<file path="src/rtl/excl_monitor_pkg.sv">
package excl_monitor_pkg;
  typedef enum logic [1:0] {
    OP_READ  = 2'd0,
    OP_WRITE = 2'd1,
    OP_LDX   = 2'd2,
    OP_STX   = 2'd3
  } excl_op_e;
endpackage

</file>
<file path="src/rtl/excl_rst_sync.sv">
module excl_rst_sync (
  input  logic clk,
  input  logic arst_n,
  output logic rst_n_o
);
  logic [1:0] stage_q;

  always_ff @(posedge clk or negedge arst_n) begin
    if (!arst_n) stage_q <= 2'b00;
    else         stage_q <= {stage_q[0], 1'b1};
  end

  assign rst_n_o = stage_q[1];
endmodule

</file>
<file path="src/rtl/excl_resv_slot.sv">
module excl_resv_slot #(
  parameter int WORD_W = 30
) (
  input  logic              clk,
  input  logic              rst_n,
  input  logic              set_en,
  input  logic              clr_en,
  input  logic [WORD_W-1:0] set_word,
  output logic              valid_o,
  output logic [WORD_W-1:0] word_o
);
  logic              vld_q, vld_d;
  logic [WORD_W-1:0] word_q;

  always_comb begin
    vld_d = vld_q;
    if (set_en)      vld_d = 1'b1;
    else if (clr_en) vld_d = 1'b0;
  end

  always_ff @(posedge clk or negedge rst_n) begin
    if (!rst_n) begin
      vld_q  <= 1'b0;
      word_q <= '0;
    end else begin
      vld_q <= vld_d;
      if (set_en) word_q <= set_word;
    end
  end

  assign valid_o = vld_q;
  assign word_o  = word_q;


  resv_load_chk: assert property (@(posedge clk) disable iff (!rst_n)
    set_en |=> (valid_o && word_o == $past(set_word)));


  resv_clear_chk: assert property (@(posedge clk) disable iff (!rst_n)
    (clr_en && !set_en) |=> !valid_o);
endmodule

</file>
<file path="src/rtl/excl_decide.sv">
module excl_decide
  import excl_monitor_pkg::*;
#(
  parameter int N_MASTERS = 4,
  parameter int ID_W      = 2,
  parameter int WORD_W    = 30
) (
  input  logic                             active,
  input  excl_op_e                         op,
  input  logic [ID_W-1:0]                  id,
  input  logic [WORD_W-1:0]                word,
  input  logic [N_MASTERS-1:0]             slot_vld,
  input  logic [N_MASTERS-1:0][WORD_W-1:0] slot_word,
  output logic [N_MASTERS-1:0]             set_vec,
  output logic [N_MASTERS-1:0]             clr_vec,
  output logic                             pass,
  output logic                             fail
);
  logic [N_MASTERS-1:0] match;
  logic [N_MASTERS-1:0] own;

  for (genvar i = 0; i < N_MASTERS; i++) begin : g_cmp
    assign match[i] = slot_vld[i] && (slot_word[i] == word);
    assign own[i]   = (id == ID_W'(i));
  end

  logic own_hit;
  assign own_hit = |(match & own);

  always_comb begin
    set_vec = '0;
    clr_vec = '0;
    pass    = 1'b0;
    fail    = 1'b0;
    if (active) begin
      unique case (op)
        OP_LDX:   set_vec = own;
        OP_WRITE: begin
          clr_vec = match;
          pass    = 1'b1;
        end
        OP_STX: begin
          if (own_hit) begin
            clr_vec = match | own;
            pass    = 1'b1;
          end else begin
            clr_vec = own;
            fail    = 1'b1;
          end
        end
        default: ;
      endcase
    end
  end
endmodule

</file>
<file path="src/rtl/excl_monitor.sv">
module excl_monitor
  import excl_monitor_pkg::*;
#(
  parameter int N_MASTERS = 4,
  parameter int ADDR_W    = 32,
  parameter int DATA_W    = 32,
  localparam int ID_W     = (N_MASTERS > 1) ? $clog2(N_MASTERS) : 1,
  localparam int WORD_W   = ADDR_W - 2
) (
  input  logic              clk,
  input  logic              rst_n,
  input  logic              req_valid,
  input  logic [ID_W-1:0]   req_id,
  input  logic [ADDR_W-1:0] req_addr,
  input  logic              req_write,
  input  logic              req_excl,
  input  logic [DATA_W-1:0] req_wdata,
  output logic              resp_valid,
  output logic              resp_fail,
  output logic              mem_we,
  output logic [ADDR_W-1:0] mem_addr,
  output logic [DATA_W-1:0] mem_wdata
);
  logic rst_n_s;

  excl_rst_sync u_rst_sync (
    .clk    (clk),
    .arst_n (rst_n),
    .rst_n_o(rst_n_s)
  );

  excl_op_e op;
  always_comb begin
    if (req_excl) op = req_write ? OP_STX : OP_LDX;
    else          op = req_write ? OP_WRITE : OP_READ;
  end

  logic [WORD_W-1:0]                word;
  logic [N_MASTERS-1:0]             slot_vld;
  logic [N_MASTERS-1:0][WORD_W-1:0] slot_word;
  logic [N_MASTERS-1:0]             set_vec, clr_vec;
  logic                             pass, fail;

  assign word = req_addr[ADDR_W-1:2];

  excl_decide #(
    .N_MASTERS(N_MASTERS),
    .ID_W     (ID_W),
    .WORD_W   (WORD_W)
  ) u_decide (
    .active   (req_valid),
    .op       (op),
    .id       (req_id),
    .word     (word),
    .slot_vld (slot_vld),
    .slot_word(slot_word),
    .set_vec  (set_vec),
    .clr_vec  (clr_vec),
    .pass     (pass),
    .fail     (fail)
  );

  for (genvar i = 0; i < N_MASTERS; i++) begin : g_slot
    excl_resv_slot #(.WORD_W(WORD_W)) u_slot (
      .clk     (clk),
      .rst_n   (rst_n_s),
      .set_en  (set_vec[i]),
      .clr_en  (clr_vec[i]),
      .set_word(word),
      .valid_o (slot_vld[i]),
      .word_o  (slot_word[i])
    );
  end

  logic              rv_q, rv_d, rf_q, rf_d, we_q, we_d, cap_en;
  logic [ADDR_W-1:0] addr_q;
  logic [DATA_W-1:0] data_q;

  always_comb begin
    rv_d   = req_valid;
    rf_d   = req_valid && fail;
    we_d   = req_valid && pass;
    cap_en = req_valid && req_write;
  end

  always_ff @(posedge clk or negedge rst_n_s) begin
    if (!rst_n_s) begin
      rv_q   <= 1'b0;
      rf_q   <= 1'b0;
      we_q   <= 1'b0;
      addr_q <= '0;
      data_q <= '0;
    end else begin
      rv_q <= rv_d;
      rf_q <= rf_d;
      we_q <= we_d;
      if (cap_en) begin
        addr_q <= req_addr;
        data_q <= req_wdata;
      end
    end
  end

  assign resp_valid = rv_q;
  assign resp_fail  = rf_q;
  assign mem_we     = we_q;
  assign mem_addr   = addr_q;
  assign mem_wdata  = data_q;


  resp_follows_req_chk: assert property (@(posedge clk) disable iff (!rst_n_s)
    req_valid |=> resp_valid);


  no_spurious_resp_chk: assert property (@(posedge clk) disable iff (!rst_n_s)
    !req_valid |=> !resp_valid);


  fail_blocks_write_chk: assert property (@(posedge clk) disable iff (!rst_n_s)
    resp_fail |-> (resp_valid && !mem_we));


  plain_write_passes_chk: assert property (@(posedge clk) disable iff (!rst_n_s)
    (req_valid && req_write && !req_excl) |=> (mem_we && !resp_fail));
endmodule

</file>
<file path="config.mk">
export PLATFORM = sky130hd
export DESIGN_NAME = excl_monitor
export DESIGN_NICKNAME = d
export VERILOG_FILES = /design/src/rtl/excl_monitor_pkg.sv /design/src/rtl/excl_rst_sync.sv /design/src/rtl/excl_resv_slot.sv /design/src/rtl/excl_decide.sv /design/src/rtl/excl_monitor.sv
export SDC_FILE = /design/constraint.sdc
export NUM_CORES = 1
export LEC_CHECK = 0
export ABC_AREA = 1
export BUFFER_PORTS_ARGS = -buffer_cell sky130_fd_sc_hd__buf_2
export CAP_MARGIN = 20
export CORE_MARGIN = 1
export CORE_UTILIZATION = 38
export DETAILED_ROUTE_END_ITERATION = 6
export PLACE_DENSITY_LB_ADDON = 0.1
export SLEW_MARGIN = 40
export SYNTH_ARGS = -nofsm -noshare
export SYNTH_HDL_FRONTEND = slang
export SYNTH_HIERARCHICAL = 1
export SYNTH_SLANG_ARGS = --single-unit
export TNS_END_PERCENT = 5
</file>
<file path="constraint.sdc">
create_clock -name clk -period 14.5 [get_ports clk]
set_input_delay 0.725 -clock clk [delete_from_list [all_inputs] [get_ports clk]]
set_output_delay 0.725 -clock clk [all_outputs]
set_load 0.1 [all_outputs]
</file>
* Word-level counts from Yosys, hierarchy flattened
Index checks and enable logic that the tools add are counted.
Word-level totals: bits in latches 0, memories 0, register bits after elaboration 193, logic and storage cells 61, RAM bits 0, output and inout port bits 67, bits in read-only memories 0, bits of input ports 71
Cells by class: shift-type cells 0, magnitude comparators 0, add/sub/neg operators 0, multiplexer cells 22, bitwise gates (word level) 2, multipliers 0, div/mod/pow operators 0, reductions and logical operators 13, eq/ne operators 10
Operators with widths (count):
- $eq 30x30->1 | 4
- $mux 4 | 4
- $mux 1 | 15
- $eq 2x2->1 const B | 4
- $pmux 4 s2 | 1
- $reduce_bool 2->1 | 4
- $logic_and 1x1->1 | 7
- $and 4x4->4 | 1
- $eq 2x1->1 const B | 2
- $or 4x4->4 | 1
- $reduce_or 4->1 | 1
- $logic_not 2->1 | 1
- $mux 2 | 1
- $pmux 1 s2 | 1

* Longest topological paths before layout
depth in word-level cells 9, mapped depth 17, mapped depth without buffers 17

* Cells and area by module
The synthesis kept the hierarchy.
By module, submodules not included:
- excl_resv_slot | cells an instance 131, instances 4, seq. area each 775.7 sq um, area an instance 1158.6 sq um
- excl_monitor | cells an instance 284, instances 1, seq. area each 1676.6 sq um, area an instance 2612.5 sq um
- excl_decide | cells an instance 552, instances 1, seq. area each 0.0 sq um, area an instance 2377.3 sq um
- excl_rst_sync | cells an instance 3, instances 1, seq. area each 50.0 sq um, area an instance 53.8 sq um

* Worst setup path after synthesis
OpenSTA, ideal clock, no wires.
kind in2reg, from input req_addr[20], to register g_slot[0].u_slot.vld_q, library setup time 0.120 ns, required time 14.380 ns, stages 13, setup slack 12.493 ns, data arrival time 1.886 ns, path through buf_2 xnor2_1 nand2_1 nor2_1 nand2_1 nor4_2 o21ai_1 nand2_1 nand2_1 a21oi_2 inv_1 nand2_1 nand2_1
Between the ends: cells in the longest elaborated chain, start to end 8
Ends and longest elaborated chain:
- start, declared | RTL line excl_monitor.sv:14 | input logic [ADDR_W-1:0] req_addr,
- $eq 30x30->1 | RTL line excl_decide.sv:23 | assign match[i] = slot_vld[i] && (slot_word[i] == word);
- $logic_and 1x1->1 | RTL line excl_decide.sv:23
- $and 4x4->4 | RTL line excl_decide.sv:28 | assign own_hit = |(match & own);
- $reduce_or 4->1 | RTL line excl_decide.sv:28
- $mux 4 | RTL line excl_decide.sv:43 | if (own_hit) begin
- $pmux 4 s2 * | RTL line excl_decide.sv:36 | unique case (op)
- $mux 4 * | RTL line excl_decide.sv:35 | if (active) begin
- via clr_vec[0] | RTL line excl_monitor.sv:41 | logic [N_MASTERS-1:0] set_vec, clr_vec;
- $reduce_bool 2->1 (no line) *
- end signal, assigned | RTL line excl_resv_slot.sv:26 | vld_q <= vld_d;
- end, declared | RTL line excl_resv_slot.sv:12 | logic vld_q, vld_d;
The timed path passes the listed nets; every way through them passes the cells marked *. A chain may end at the register's enable or synchronous reset.

* Worst setup path in the final report
from input req_valid, to register g_slot[2].u_slot.word_q[23]
Between the ends: cells in the longest elaborated chain, start to end 1
Ends and longest elaborated chain:
- start, declared | RTL line excl_monitor.sv:12 | input logic req_valid,
- $mux 4 | RTL line excl_decide.sv:35
- via set_vec[2] | RTL line excl_monitor.sv:41
- end signal, assigned | RTL line excl_resv_slot.sv:27 | if (set_en) word_q <= set_word;
- end, declared | RTL line excl_resv_slot.sv:13 | logic [WORD_W-1:0] word_q;
The timed path passes the listed nets, and every way through them passes these cells.

==> impl_results.md <==
- Status: completed
- TNS Setup: 0 ns
- Leakage: between 0.006 and 0.007 uW
- Setup CP Type: input pin to flip-flop
- FF+latch count, synth: 193
- Max Clock Freq: approximately 340 MHz
- Ant. Diodes: 0
- Hold_ws: roughly 0.051 ns
- Max Cap Viol: 0
- Max transition margin: around 46%
- Total Routed Length: between 20000 and 30000 microns
- Power density cells: ~150 nW/um^2
- Largest net degree at the start of global routing: 75
- Inst Count DP: 1793
- GRT Residual Overflow: 0
- DR pass1 iterations: 5
- Worst slew pin tran: 0.805 ns
- Yosys top cell by area: dfrtp_1
- Req. time, crit path: 14.82 ns
- Yosys warns: 6
- Critical path endpoint category: flip-flop
- Syn Area/Cell: 7.10 sq um
- Core area: 25100 sq um
- Drc violations: 0
- Post-CTS Repair Setup Buffers: 0
- Commonest cells in the netlist: nand2_1, dfrtp_1, inv_1
- VDD IR max: 0.0742 mV
- Synth top area share: 49.9%
- Vias in the first global route: 8081
- Crit path max fanout: a little over 70
- Syn nets: 1434
- Finished Layout Cells: about 1800
- Cells after Synth: between 1000 and 1500
- Register area share after synthesis: 49.9%
- Routed WL per cell: approximately 16 microns
- Initial Util: 38.5%
- Ranking of synthesized cells by area: dfrtp_1, nand2_1, inv_1
- Setup violations, final: 0
- Die Y: 162 microns
- Final HPWL DP: 20300 microns
- Skew final: between 0.01 and 0.015 ns
- Total Nets Final: between 1500 and 2000
- First-pass GRT wire length: approximately 47000 microns
- CTS Hold Bufs: 0
- Total power: 1640 uW
- PostCTS Resize Cnt: 0
- Tmin final: ~3 ns
- Die area: 26100 sq um
- Area growth syn-to-layout: 16.0%
- Ys async rst share: 100%
- Commonest register cell after synthesis: dfrtp_1
- Layout cells sized above 1: about 15%
- Critical path launch point type: input pin
- Post-synthesis cell type count: 28
- Worst skew pair latency: 0.44 ns
- Global Route Usage Sum: 23.6%
- Slew Viols, Final: 0
- Row Count: 58
- Post-synth EDFFs: 0
- RePlAce Congestion: 0.847
- Reg clk slew, reported paths: 0.08 ns
- Top-count cell post-synth: nand2_1
- Final worst-path cycle share: between 20% and 30%
- Initial antenna violation count: 0
- Root buffer cell: clkbuf_16
- CTS HTree Levels: 4
- Clk sinks: 193
- RSZ-0062 raised after global routing: no
- Remaining antenna violation count after routing: 0
- CTS tree: built
- Num CTS Buffers: 17
- Maximum root-to-sink buffer count: 2
- # IOs: 138
- Worst Path Arrival: 3.24 ns
- Buffers on Ports: about 140
- Drt initial violations: 621
- Cell Area, Synth: 9680 sq um
- Via/cell ratio: 4.67
- Tightest Hold Check Type: input pin to asynchronous set/reset pin
- Vias: 8524
- Die X: between 150 and 200 microns
- Hold Fails Final Rpt: 0
## worst paths after layout
kind / from / to / slack (ns) / cells past startpoint
min in group clk: u_rst_sync/stage_q[0] / u_rst_sync/stage_q[1] / 0.36 / 0
worst max register to register: g_slot[0].u_slot/word_o[14] / g_slot[3].u_slot/valid_o / 12.35 / 16
worst min register to register: u_rst_sync/stage_q[1] / mem_addr[14] / 0.28 / 0
max in group asynchronous: u_rst_sync/stage_q[1] / g_slot[2].u_slot/word_o[23] / 12.85 / 2
worst min-delay path: rst_n / u_rst_sync/stage_q[1] / 0.05 / 1
worst max-delay path: req_valid / g_slot[2].u_slot/word_o[23] / 11.58 / 8
## critical path, stage by stage
cell     delay, ns
buf_2         0.07
buf_4         0.62
nand3_1       0.36
nor2_2        0.45
buf_4         0.40
inv_2         0.36
nand2_1       0.16
nand2_1       0.06
## state kept, by name, summed over array words and instances (netlist names)
name	flops
g_slot.u_slot/word_o	120
mem_addr	32
mem_wdata	32
g_slot.u_slot/valid_o	4
u_rst_sync/stage_q	2
mem_we	1
resp_fail	1
resp_valid	1
## where the power goes
part | switching (uW) | total, uW | internal, uW
logic | 345 | 458 | 113
registers | 69.0 | 701 | 632
clock network | 231 | 483 | 253
total | 644 | 1640 | 998
## kinds of logic (layout without fill, tap and decap cells)
| logic type | count (synthesis) | in the layout | share of synthesized area, % |
|---|---|---|---|
| flip-flops | 193 | 193 | 49.9 |
| other | 1 | 1 | 0.0387 |
| AO/OA/AOI/OAI | 13 | 13 | 0.763 |
| buffers and inverters | 201 | 333 | 8.55 |
| AND/OR/NAND/NOR | 918 | 918 | 37.4 |
| XOR/XNOR | 37 | 37 | 3.35 |
## layer usage
| metal | up-vias | GRT usage, % | share of wire [%] |
|---|---|---|---|
| met5 | - | 0 | 0 |
| met4 | 0 | 6.00 | 1.4 |
| met3 | 22 | 3.03 | 3.9 |
| met2 | 188 | 37.1 | 47 |
| met1 | 4024 | 34.4 | 48 |
| li1 | 4290 | - | - |
## cell usage in the layout (no fill, tap or decap), drive strengths merged
cell type / count
nand3: 72
xnor2: 33
conb: 1
inv: 151
and3: 1
o211ai: 1
nand4: 16
clkinvlp: 2
nor2: 49
bufinv: 1
a21boi: 1
dfrtp: 193
buf: 147
clkbuf: 19
and2: 3
clkinv: 13
nor4: 1
a21oi: 4
or2: 4
xor2: 4
nand2: 770
nor3: 2
o21ai: 7
## through the flow
stage	util, %	cell area, sq um	setup slack, ns
floorplan	-	9680	8.72
global placement	42.3	10600	11.25
detailed placement	42.3	10600	11.15
CTS	44.7	11200	11.60
global route	44.7	11200	11.41
finish	44.7	11200	11.58
## cell type report
class,count,area [sq um]
Multi-Input combinational cell,969,4030
Clock buffer,19,453
Inverter,154,578
Timing Repair Buffer,147,777
Sequential cell,193,4830
Tap cell,330,413
Fill cell,2662,13900
Clock inverter,13,140
Power figures use the tool's default switching activity.
